**src/rtl/uart_rxs_pkg.sv**
```systemverilog
package uart_rxs_pkg;

   // Per-entry error flags carried alongside each received byte.
   typedef struct packed {
      logic ovr;
      logic par;
      logic frm;
   } rx_flags_t;

endpackage

```
**src/rtl/uart_rxs_fifo.sv**
```systemverilog
module uart_rxs_fifo
   import uart_rxs_pkg::*;
#(
   parameter int DATA_W = 8,
   parameter int DEPTH  = 4,
   localparam int PTR_W = (DEPTH > 1) ? $clog2(DEPTH) : 1,
   localparam int CNT_W = $clog2(DEPTH + 1)
) (
   input  logic              clk,
   input  logic              rst_n,
   input  logic              clr,
   input  logic              wr_en,
   input  logic [DATA_W-1:0] wr_data,
   input  rx_flags_t         wr_flags,
   input  logic              rd_en,
   output logic [DATA_W-1:0] head_data,
   output rx_flags_t         head_flags,
   output logic [CNT_W-1:0]  count,
   output logic              empty,
   output logic              ovr_evt
);

   initial begin
      assert (DEPTH >= 2) else $error("DEPTH must be at least 2");
      assert (DATA_W >= 5) else $error("DATA_W must be at least 5");
   end

   logic [PTR_W-1:0] wptr, rptr, last_idx;
   logic             full, do_rd, do_wr;
   logic [DATA_W-1:0] mem_d [DEPTH];
   rx_flags_t         mem_f [DEPTH];

   assign full     = (count == CNT_W'(DEPTH));
   assign empty    = (count == '0);
   assign do_rd    = rd_en && !empty && !clr;
   assign do_wr    = wr_en && !clr && (!full || do_rd);
   assign ovr_evt  = wr_en && !clr && full && !do_rd;
   assign last_idx = (wptr == '0) ? PTR_W'(DEPTH - 1) : wptr - 1'b1;

   function automatic logic [PTR_W-1:0] ptr_inc(input logic [PTR_W-1:0] p);
      return (p == PTR_W'(DEPTH - 1)) ? '0 : p + 1'b1;
   endfunction

   // One storage slot per entry; the overrun mark lands on the newest slot.
   for (genvar g = 0; g < DEPTH; g++) begin : g_slot
      always_ff @(posedge clk or negedge rst_n) begin
         if (!rst_n) begin
            mem_d[g] <= '0;
            mem_f[g] <= '0;
         end else if (do_wr && wptr == PTR_W'(g)) begin
            mem_d[g] <= wr_data;
            mem_f[g] <= wr_flags;
         end else if (ovr_evt && last_idx == PTR_W'(g)) begin
            mem_f[g].ovr <= 1'b1;
         end
      end
   end

   always_ff @(posedge clk or negedge rst_n) begin
      if (!rst_n) begin
         wptr  <= '0;
         rptr  <= '0;
         count <= '0;
      end else if (clr) begin
         wptr  <= '0;
         rptr  <= '0;
         count <= '0;
      end else begin
         if (do_wr) wptr <= ptr_inc(wptr);
         if (do_rd) rptr <= ptr_inc(rptr);
         if (do_wr && !do_rd)      count <= count + 1'b1;
         else if (do_rd && !do_wr) count <= count - 1'b1;
      end
   end

   assign head_data  = empty ? '0 : mem_d[rptr];
   assign head_flags = empty ? '0 : mem_f[rptr];

   assert_no_overflow_R3: assert property (@(posedge clk) disable iff (!rst_n)
      count <= CNT_W'(DEPTH));

   assert_full_discard_R3: assert property (@(posedge clk) disable iff (!rst_n)
      (wr_en && full && !rd_en && !clr) |=> (count == $past(count)));

   assert_empty_read_R13: assert property (@(posedge clk) disable iff (!rst_n)
      (rd_en && empty && !wr_en && !clr) |=> (count == '0));

   assert_fifo_clear_R11: assert property (@(posedge clk) disable iff (!rst_n)
      clr |=> empty);

endmodule

```
**src/rtl/uart_rxs_timeout.sv**
```systemverilog
module uart_rxs_timeout #(
   parameter int FRAME_TICKS = 10,
   parameter int FRAMES      = 2,
   localparam int LIMIT = FRAME_TICKS * FRAMES,
   localparam int CW    = $clog2(LIMIT + 1)
) (
   input  logic clk,
   input  logic rst_n,
   input  logic clr,
   input  logic rx_evt,
   input  logic tick,
   input  logic dma_mode,
   input  logic fifo_nonempty,
   output logic fire
);

   initial begin
      assert (FRAME_TICKS >= 2) else $error("FRAME_TICKS too small");
      assert (FRAMES >= 1) else $error("FRAMES must be positive");
   end

   logic          armed;
   logic [CW-1:0] cnt;
   logic          at_limit, cond_ok;

   assign at_limit = armed && tick && (cnt == CW'(LIMIT - 1));

   // DMA mode fires regardless of FIFO contents; otherwise data is required.
   assign cond_ok = dma_mode || fifo_nonempty;
   assign fire    = at_limit && cond_ok && !rx_evt && !clr;

   always_ff @(posedge clk or negedge rst_n) begin
      if (!rst_n) begin
         armed <= 1'b0;
         cnt   <= '0;
      end else if (clr) begin
         armed <= 1'b0;
         cnt   <= '0;
      end else if (rx_evt) begin
         armed <= 1'b1;
         cnt   <= '0;
      end else if (armed && tick) begin
         if (at_limit) begin
            armed <= 1'b0;
            cnt   <= '0;
         end else begin
            cnt <= cnt + 1'b1;
         end
      end
   end

   assert_tout_restart_R9: assert property (@(posedge clk) disable iff (!rst_n)
      (rx_evt && !clr) |=> (armed && cnt == '0));

   assert_tout_range_R7: assert property (@(posedge clk) disable iff (!rst_n)
      cnt < CW'(LIMIT));

   assert_tout_idle_R8: assert property (@(posedge clk) disable iff (!rst_n)
      !armed |-> !fire);

endmodule

```
**src/rtl/uart_rxs_swrst.sv**
```systemverilog
module uart_rxs_swrst #(
   parameter int INIT_CYC = 4,
   localparam int CW = $clog2(INIT_CYC + 1)
) (
   input  logic clk,
   input  logic rst_n,
   input  logic req,
   output logic busy
);

   initial begin
      assert (INIT_CYC >= 1) else $error("INIT_CYC must be positive");
   end

   logic [CW-1:0] cnt;

   always_ff @(posedge clk or negedge rst_n) begin
      if (!rst_n) begin
         busy <= 1'b0;
         cnt  <= '0;
      end else if (!busy) begin
         cnt <= '0;
         if (req) busy <= 1'b1;
      end else if (cnt == CW'(INIT_CYC - 1)) begin
         busy <= 1'b0;
         cnt  <= '0;
      end else begin
         cnt <= cnt + 1'b1;
      end
   end

   assert_swrst_bound_R12: assert property (@(posedge clk) disable iff (!rst_n)
      cnt < CW'(INIT_CYC));

   assert_swrst_start_R12: assert property (@(posedge clk) disable iff (!rst_n)
      (req && !busy) |=> busy);

endmodule

```
**src/rtl/uart_rx_status.sv**
```systemverilog
module uart_rx_status
   import uart_rxs_pkg::*;
#(
   parameter int DATA_W      = 8,
   parameter int DEPTH       = 4,
   parameter int FRAME_TICKS = 10,
   parameter int TOUT_FRAMES = 2,
   parameter int INIT_CYC    = 4,
   localparam int CNT_W = $clog2(DEPTH + 1)
) (
   input  logic              clk,
   input  logic              rst_n,
   input  logic              bit_tick,
   input  logic              rx_valid,
   input  logic [DATA_W-1:0] rx_data,
   input  logic              rx_par_err,
   input  logic              rx_stop,
   input  logic              rd_en,
   input  logic              dma_mode,
   input  logic              err_irq_en,
   input  logic              eri_clr,
   input  logic              tout_clr,
   input  logic              brk_clr,
   input  logic              fifo_rst,
   input  logic              swrst_req,
   output logic [DATA_W-1:0] rd_data,
   output logic              st_overrun,
   output logic              st_parity,
   output logic              st_framing,
   output logic [CNT_W-1:0]  fifo_count,
   output logic              fifo_empty,
   output logic              eri_flag,
   output logic              err_irq,
   output logic              tout_flag,
   output logic              dma_halt,
   output logic              brk_sticky,
   output logic              brk_live,
   output logic              swrst_busy
);

   logic      rx_ok, is_brk, frm_err, push, pop, fq_clr;
   logic      ovr_evt, tout_fire, eri_set;
   rx_flags_t in_flags, head_flags;

   // Inputs are ignored while the software reset sequence runs.
   assign rx_ok   = rx_valid && !swrst_busy;
   assign frm_err = !rx_stop;
   assign is_brk  = (rx_data == '0) && frm_err;
   assign push    = rx_ok && !is_brk;
   assign pop     = rd_en && !swrst_busy;
   assign fq_clr  = swrst_busy || fifo_rst;

   assign in_flags.ovr = 1'b0;
   assign in_flags.par = rx_par_err;
   assign in_flags.frm = frm_err;

   uart_rxs_swrst #(.INIT_CYC(INIT_CYC)) u_swrst (
      .clk  (clk),
      .rst_n(rst_n),
      .req  (swrst_req),
      .busy (swrst_busy)
   );

   uart_rxs_fifo #(.DATA_W(DATA_W), .DEPTH(DEPTH)) u_fifo (
      .clk       (clk),
      .rst_n     (rst_n),
      .clr       (fq_clr),
      .wr_en     (push),
      .wr_data   (rx_data),
      .wr_flags  (in_flags),
      .rd_en     (pop),
      .head_data (rd_data),
      .head_flags(head_flags),
      .count     (fifo_count),
      .empty     (fifo_empty),
      .ovr_evt   (ovr_evt)
   );

   uart_rxs_timeout #(.FRAME_TICKS(FRAME_TICKS), .FRAMES(TOUT_FRAMES)) u_tout (
      .clk          (clk),
      .rst_n        (rst_n),
      .clr          (swrst_busy),
      .rx_evt       (rx_ok),
      .tick         (bit_tick),
      .dma_mode     (dma_mode),
      .fifo_nonempty(!fifo_empty),
      .fire         (tout_fire)
   );

   assign st_overrun = head_flags.ovr;
   assign st_parity  = head_flags.par;
   assign st_framing = head_flags.frm;

   assign eri_set = (rx_ok && (rx_par_err || frm_err)) || ovr_evt;

   // Status bits: set has priority over a software clear in the same cycle.
   always_ff @(posedge clk or negedge rst_n) begin
      if (!rst_n) begin
         eri_flag   <= 1'b0;
         tout_flag  <= 1'b0;
         brk_sticky <= 1'b0;
         brk_live   <= 1'b0;
      end else if (swrst_busy) begin
         eri_flag   <= 1'b0;
         tout_flag  <= 1'b0;
         brk_sticky <= 1'b0;
         brk_live   <= 1'b0;
      end else begin
         if (eri_set)      eri_flag <= 1'b1;
         else if (eri_clr) eri_flag <= 1'b0;

         if (tout_fire)     tout_flag <= 1'b1;
         else if (tout_clr) tout_flag <= 1'b0;

         if (rx_ok && is_brk) brk_sticky <= 1'b1;
         else if (brk_clr)    brk_sticky <= 1'b0;

         if (rx_ok) brk_live <= is_brk;
      end
   end

   assign err_irq  = eri_flag && err_irq_en;
   assign dma_halt = dma_mode && (eri_flag || tout_flag);

   assert_eri_set_R4: assert property (@(posedge clk) disable iff (!rst_n)
      (rx_ok && (rx_par_err || frm_err)) |=> eri_flag);

   assert_brk_both_R5: assert property (@(posedge clk) disable iff (!rst_n)
      (rx_ok && is_brk) |=> (brk_sticky && brk_live));

   assert_live_clear_R6: assert property (@(posedge clk) disable iff (!rst_n)
      (rx_ok && !is_brk) |=> !brk_live);

   assert_dma_hold_R10: assert property (@(posedge clk) disable iff (!rst_n)
      (dma_halt && !rd_en && !fifo_rst && !rx_valid && !swrst_req && !swrst_busy)
         |=> (fifo_count == $past(fifo_count)));

   assert_swrst_clear_R12: assert property (@(posedge clk) disable iff (!rst_n)
      swrst_busy |=> (!eri_flag && !brk_sticky && !tout_flag && fifo_empty));

endmodule

```
**config.mk**
```make
export PLATFORM = sky130hd
export DESIGN_NAME = uart_rx_status
export DESIGN_NICKNAME = d
export VERILOG_FILES = /design/src/rtl/uart_rxs_pkg.sv /design/src/rtl/uart_rxs_fifo.sv /design/src/rtl/uart_rxs_timeout.sv /design/src/rtl/uart_rxs_swrst.sv /design/src/rtl/uart_rx_status.sv
export SDC_FILE = /design/constraint.sdc
export NUM_CORES = 1
export LEC_CHECK = 0
export ABC_AREA = 1
export BUFFER_PORTS_ARGS = -buffer_cell sky130_fd_sc_hd__buf_2
export CAP_MARGIN = 0
export CORE_UTILIZATION = 55
export CTS_BUF_LIST = sky130_fd_sc_hd__clkbuf_2
export DETAILED_ROUTE_END_ITERATION = 10
export PLACE_DENSITY = 0.77
export SYNTH_ARGS = -nofsm -noshare
export SYNTH_HDL_FRONTEND = slang
export SYNTH_SLANG_ARGS = --single-unit
```
**constraint.sdc**
```tcl
create_clock -name clk -period 3.5 [get_ports clk]
set_input_delay 0.525 -clock clk [delete_from_list [all_inputs] [get_ports clk]]
set_output_delay 0.525 -clock clk [all_outputs]
set_load 0.01 [all_outputs]
```
; Word-level counts from Yosys, hierarchy flattened
; Cells that the tools add are included.
[classes]
addsub = 7
bitwise = 1
muxes = 50
n_eq_ne = 10
reduce_logical = 62
magnitude_cmp = 1
[op_table]
columns = operator, n
row1 = logical AND 1 bit, 29
row2 = 2-to-1 mux 1 bit, 26
row3 = 2-to-1 mux 3 bit, 8
row4 = 2-to-1 mux 8 bit, 3
row5 = 2-to-1 mux 5 bit, 4
row6 = nonzero test 3 bit, 6
row7 = binary-select mux 8 bit (select 2 bit), 1
row8 = 2-to-1 mux 2 bit, 7
row9 = nonzero test 2 bit, 7
row10 = equality test 2 bit (second input constant), 5
row11 = logical NOT 1 bit, 9
row12 = logical NOT 8 bit, 1
row13 = adder 3 x 1 -> 3 bit (second input constant), 2
row14 = binary-select mux 3 bit (select 2 bit), 1
row15 = logical OR 1 bit, 6
row16 = adder 5 x 1 -> 5 bit (second input constant), 1
row17 = equality test 5 bit (second input constant), 1
row18 = adder 2 x 1 -> 2 bit (second input constant), 2
row19 = equality test 2 x 1 -> 1 bit (second input constant), 2
row20 = logical NOT 2 bit, 2
row21 = equality test 3 x 2 -> 1 bit (second input constant), 1
row22 = equality test 3 bit (second input constant), 1
row23 = >= comparator 3 bit (second input constant), 1
row24 = logical NOT 3 bit, 1
row25 = 4 further kinds, 4
[word_totals]
wordCells = 158
reg_bits = 65
out_inout_bits = 22
inputBits = 22

; Logic depth before layout (Yosys ltp)
[logic_depth]
depth_word = 11
mapped_depth = 13

; Hierarchy
; Synthesis repeated with hierarchy kept, for this count alone.
[unflattened]
hier_cells = 436
hier_area_um2 = 3552.2
[by_module_without_submodules]
columns = mod, area_per_inst_um2, n_inst, seq_area_each_um2, cells_each
row1 = uart_rxs_fifo, 2776.4, 1, 1276.2, 335
row2 = uart_rxs_timeout, 366.6, 1, 150.1, 50
row3 = uart_rx_status, 255.2, 1, 100.1, 36
row4 = uart_rxs_swrst, 153.9, 1, 100.1, 15

; Least setup slack after synthesis
; OpenSTA, ideal clock, no wires.
[synth_timing]
path_type = input port to flip-flop
start = input port rx_data[3]
end = register u_fifo.count[2]
slack_ns = 1.507
required_ns = 3.383
cell_stages = 13
arrival_time_ns = 1.876
path_cell_list = nor2_1 > nand2_1 > nor2_1 > nand2_1 > nand4_1 > inv_1 > fa_1 > xnor2_1 > inv_1 > nand2_1 > nand2_1 > nand2_1 > nand2_1
[synth_between]
elab_chain_cells = 9
word_cells_on_any_way = 12
cone_classes = mux: 2 / reduce/logical: 10
[synth_lines]
columns = element, line_no
row1 = start: declaration, uart_rx_status.sv:15  ; input logic [DATA_W-1:0] rx_data,
row2 = logical NOT 8 bit (*), uart_rx_status.sv:48  ; assign is_brk = (rx_data == '0) && frm_err;
row3 = logical AND 1 bit (*), uart_rx_status.sv:48
row4 = logical NOT 1 bit (*), uart_rx_status.sv:49  ; assign push = rx_ok && !is_brk;
row5 = logical AND 1 bit (*), uart_rx_status.sv:49
row6 = logical AND 1 bit (*) (2 in series), uart_rxs_fifo.sv:36  ; assign do_wr = wr_en && !clr && (!full || do_rd);
row7 = logical AND 1 bit / logical NOT 1 bit (equally long branches), "uart_rxs_fifo.sv:71, uart_rxs_fifo.sv:72"
row8 = 2-to-1 mux 3 bit / logical AND 1 bit (equally long branches), "uart_rxs_fifo.sv:71, uart_rxs_fifo.sv:72"
row9 = 2-to-1 mux 3 bit / nonzero test 3 bit (equally long branches), -
row10 = end signal: assignment, uart_rxs_fifo.sv:71  ; if (do_wr && !do_rd) count <= count + 1'b1;
row11 = end signal: assignment, uart_rxs_fifo.sv:72  ; else if (do_rd && !do_wr) count <= count - 1'b1;
row12 = end: declaration, uart_rxs_fifo.sv:18  ; output logic [CNT_W-1:0] count,
; Mark *: on every way between the ends. The rest lies on a longest branch, timed or not.
; A chain may end at the register's enable or synchronous reset.

; Worst setup path after layout
[layout_timing]
start = register u_fifo.rptr[1]
end = output port st_parity
[layout_between]
elab_chain_cells = 5
[layout_lines]
columns = element, line_no
row1 = start: declaration, uart_rxs_fifo.sv:28  ; logic [PTR_W-1:0] wptr, rptr, last_idx;
row2 = start signal: assignment, uart_rxs_fifo.sv:70  ; if (do_rd) rptr <= ptr_inc(rptr);
row3 = NOT 2 -> 3 bit (not written as such), uart_rxs_fifo.sv:77  ; assign head_flags = empty ? '0 : mem_f[rptr];
row4 = binary-select mux 3 bit (select 2 bit), uart_rxs_fifo.sv:77
row5 = 2-to-1 mux 3 bit (not written as such) (2 in series), uart_rxs_fifo.sv:77
row6 = 2-to-1 mux 3 bit, uart_rxs_fifo.sv:77
row7 = end: declaration, uart_rx_status.sv:28  ; output logic st_parity,
; No other way between the ends. The select of a mux whose other input is x is not followed.

==> summary.txt <==
Synth
  – Synth Warn #: 0
  – Share of the synthesized area in the top cell type: 49.9%
  – Main combinational cell family by area after synthesis: simple AND/OR/NAND/NOR gates
  – Post-Syn Area: 3260 um^2
  – Simple-Gate Fraction of Synth Area: 22.5%
  – Syn_area_per_cell: 8.23 um^2
  – Number of flops mapped to enable cells by yosys: 0
  – Ys async rst share: 100%
  – Synth cell types: 28
  – Synth Area in Adders: 3.69%
  – Synth area leader: dfrtp_1
  – Post-synthesis sequential area ratio: 49.9%
  – Multiplexer share of the synthesized area: 0%
  – Count leader, synth: nand2_1
  – Synth Flop Type: dfrtp_1
  – Synth Instances: 396
  – Flop and latch count out of synthesis: 65
  – Syn Nets: 427
  – Top cells by area, synth: dfrtp_1 (50%), nand2_1 (9.3%), nor2_1 (6.9%), o21ai_0 (5.4%), o21ai_1 (5.1%)
  – Synth top cells by count: nand2_1 (81), dfrtp_1 (65), nor2_1 (60), inv_1 (38), o21ai_0 (35)
  – Complex-gate fraction of the synthesized area: 15.3%
  – Synth Area in XOR/XNOR: 0.269%

Clocking
  – Clk_lat worst skew: 0.49 ns
  – TritonCTS Buffers: 9
  – Clock sink count: 65
  – Post-CTS Resized: 0
  – CTS root buf: clkbuf_2
  – H-tree levels: 3
  – CTS tree: yes
  – Clock transition at the registers of the reported paths: 0.19 ns
  – Max Buffers Root-to-Sink: 2

STA
  – Achievable Freq: 363 MHz
  – Hold WS: 0.212 ns
  – Fin crit share: 78.7%
  – Setup tns final: 0 ns
  – Period minus WS final: 2.75 ns
  – Fin. Hold Viols: 0
  – Pins over their slew limit: 0
  – RSZ-0062 raised after global routing: no
  – Worst-margin pin slew: 0.634 ns
  – Final setup fails: 0
  – Slew HR: 57.7%
  – Clock skew: 0.0224 ns

Run
  – # Max-Cap Violations: 0

Pwr
  – Pwr Total: 1.99 mW
  – Cell Pwr Density: 561 nW/um^2
  – Maximum vdd ir drop: 0.295 mV
  – Leak Pwr: 1.79 nW

Critical path
  – CP endpoint kind: output port
  – Crit-path slowest cell: dfrtp_1
  – Worst Setup Start Kind: flop
  – CP max stage delay: 0.72 ns
  – Worst endpoint data arrival time: 2.23 ns
  – CP max FO: 13
  – CP required: 2.97 ns
  – CP Cell Sequence: inv_1 > nor2_1 > o21ai_0 > a21oi_1 > buf_2
  – Setup Crit Path Kind: flop to output port
  – R2r worst-path depth: 11

Global routing
  – Maximum number of pins on one net before global-route repair: 41
  – Total GRT Usage: 25.1%
  – Number of global-route vias before repair: 2559
  – First-pass GRT wire length: 11.8 mm
  – Antenna violations before repair: 0
  – GR Overflow Total: 0

Route
  – Routed len/inst: 13.8 um
  – Final wirelength: 7.07 mm
  – Vias/cell: 5.28
  – Vias: 2707
  – Antenna-violating nets left: 0
  – DRC Markers: 0
  – DRT Pass-1 Iters: 4
  – Initial DRC count: 129

Cells and area
  – Layout area overhead: 8.71%
  – Finished Cell Area: 3540 um^2
  – Antenna Cells: 0
  – Share of cells above drive strength 1: 17.2%
  – Nets: 468

Floorplanning
  – Height of the chip: 79.0 um
  – Starting Density: 58.1%
  – FP Rows: 27
  – Die area: 6240 um^2
  – Die X-Extent: 79.0 um
  – Num ports: 44
  – Core Region: 5610 um^2

Placement
  – Placed inst area: 3460 um^2
  – I/O Buffers: 43
  – Gpl congestion: 0.826
  – Post-detail-place hpwl: 4.75 mm

Worst hold path
  – Hold/Removal Path Class: primary input to flop
  – Hold Crit Depth: 2

Run status
  – Outcome: finished clean
==> worst max-delay path, delay by kind of cell, from the launching register on <==
family / cells / cell delay (ns)
AND/OR/NAND/NOR: 1 / 0.17
AO/OA/AOI/OAI: 2 / 0.30
flip-flops: 1 / 0.72
buffers and inverters: 2 / 0.55
==> power by group <==
group | switching (mW) | internal (mW)
combinational | 0.451 | 0.243
clock | 0.264 | 0.0845
sequential | 0.0819 | 0.865
total | 0.796 | 1.19
==> cells in the final DEF (no fill, tap or decap), drive strengths merged <==
cell type | Yosys | routed
nand3 | 13 | 13
o22ai | 1 | 1
buf | 9 | 45
nor2 | 63 | 63
o21a | 1 | 1
clkinvlp | 0 | 1
nand4 | 2 | 2
xnor2 | 1 | 1
nor3 | 6 | 6
and3 | 1 | 1
clkinv | 0 | 4
dlygate4sd3 | 0 | 1
o21ai | 75 | 75
a21oi | 15 | 15
inv | 40 | 40
o31ai | 1 | 1
nand2 | 87 | 87
dfrtp | 65 | 65
fa | 1 | 1
ha | 8 | 8
clkbuf | 7 | 10
==> path summary, 6_finish.rpt <==
| check | slack, ns | to | from |
|---|---|---|---|
| min reg2reg | 0.46 | u_swrst.cnt[0] | u_swrst.cnt[0] |
| max | 0.75 | st_parity | u_fifo.rptr[1] |
| min in group asynchronous | 0.53 | u_fifo.mem_d[3] | rst_n |
| max reg2reg | 1.31 | u_fifo.count[2] | u_swrst.busy |
| max in group asynchronous | 2.02 | u_fifo.wptr[0] | rst_n |
| min | 0.21 | tout_flag | tout_clr |
==> sequential cells by signal, summed over array words and instances (netlist names) <==
name / count
brk_live: 1
brk_sticky: 1
eri_flag: 1
tout_flag: 1
u_fifo.count: 3
u_fifo.mem_d: 32
u_fifo.mem_f: 12
u_fifo.rptr: 2
u_fifo.wptr: 2
u_swrst.busy: 1
u_swrst.cnt: 3
u_tout.armed: 1
u_tout.cnt: 5
==> layer usage <==
layer | GRT usage, % | wire length, um | vias up
li1 | - | - | 1357
met1 | 34.0 | 3410 | 1266
met2 | 39.3 | 3240 | 75
met3 | 5.40 | 329 | 9
met4 | 10.0 | 95 | 0
met5 | 0 | 0 | -
==> per-stage QoR <==
| stage | setup slack, ns | utilization (%) | instances |
|---|---|---|---|
| 2_1_floorplan | 1.51 | - | 396 |
| 3_3_place_gp | 1.12 | 61.7 | 497 |
| 3_5_place_dp | 1.08 | 61.7 | 497 |
| 4_1_cts | 0.742 | 63.2 | 513 |
| 5_1_grt | 0.611 | 63.2 | 513 |
| 6_report | 0.745 | 63.2 | 513 |
==> cell families after synthesis <==
group / count (synthesis)
AO/OA/AOI/OAI: 93
XOR/XNOR: 1
adder cells (fa/ha/maj): 9
buffers and inverters: 56
flip-flops: 65
AND/OR/NAND/NOR: 172
==> timing repair <==
action                                 in CTS  in global routing
endpoints found under the hold margin       5                  0
buffers inserted                            0                  0
hold buffers                                1                  0
==> cell type report <==
type	instances	area [um^2]
fillers	535	2060
flip-flops and latches	65	1630
multi-input cells	275	1360
repair buffers	46	240
inverters	40	153
well taps	72	90.1
clock buffers	10	50.0
clock inverters	5	23.8
Power figures use the tool's default switching activity.
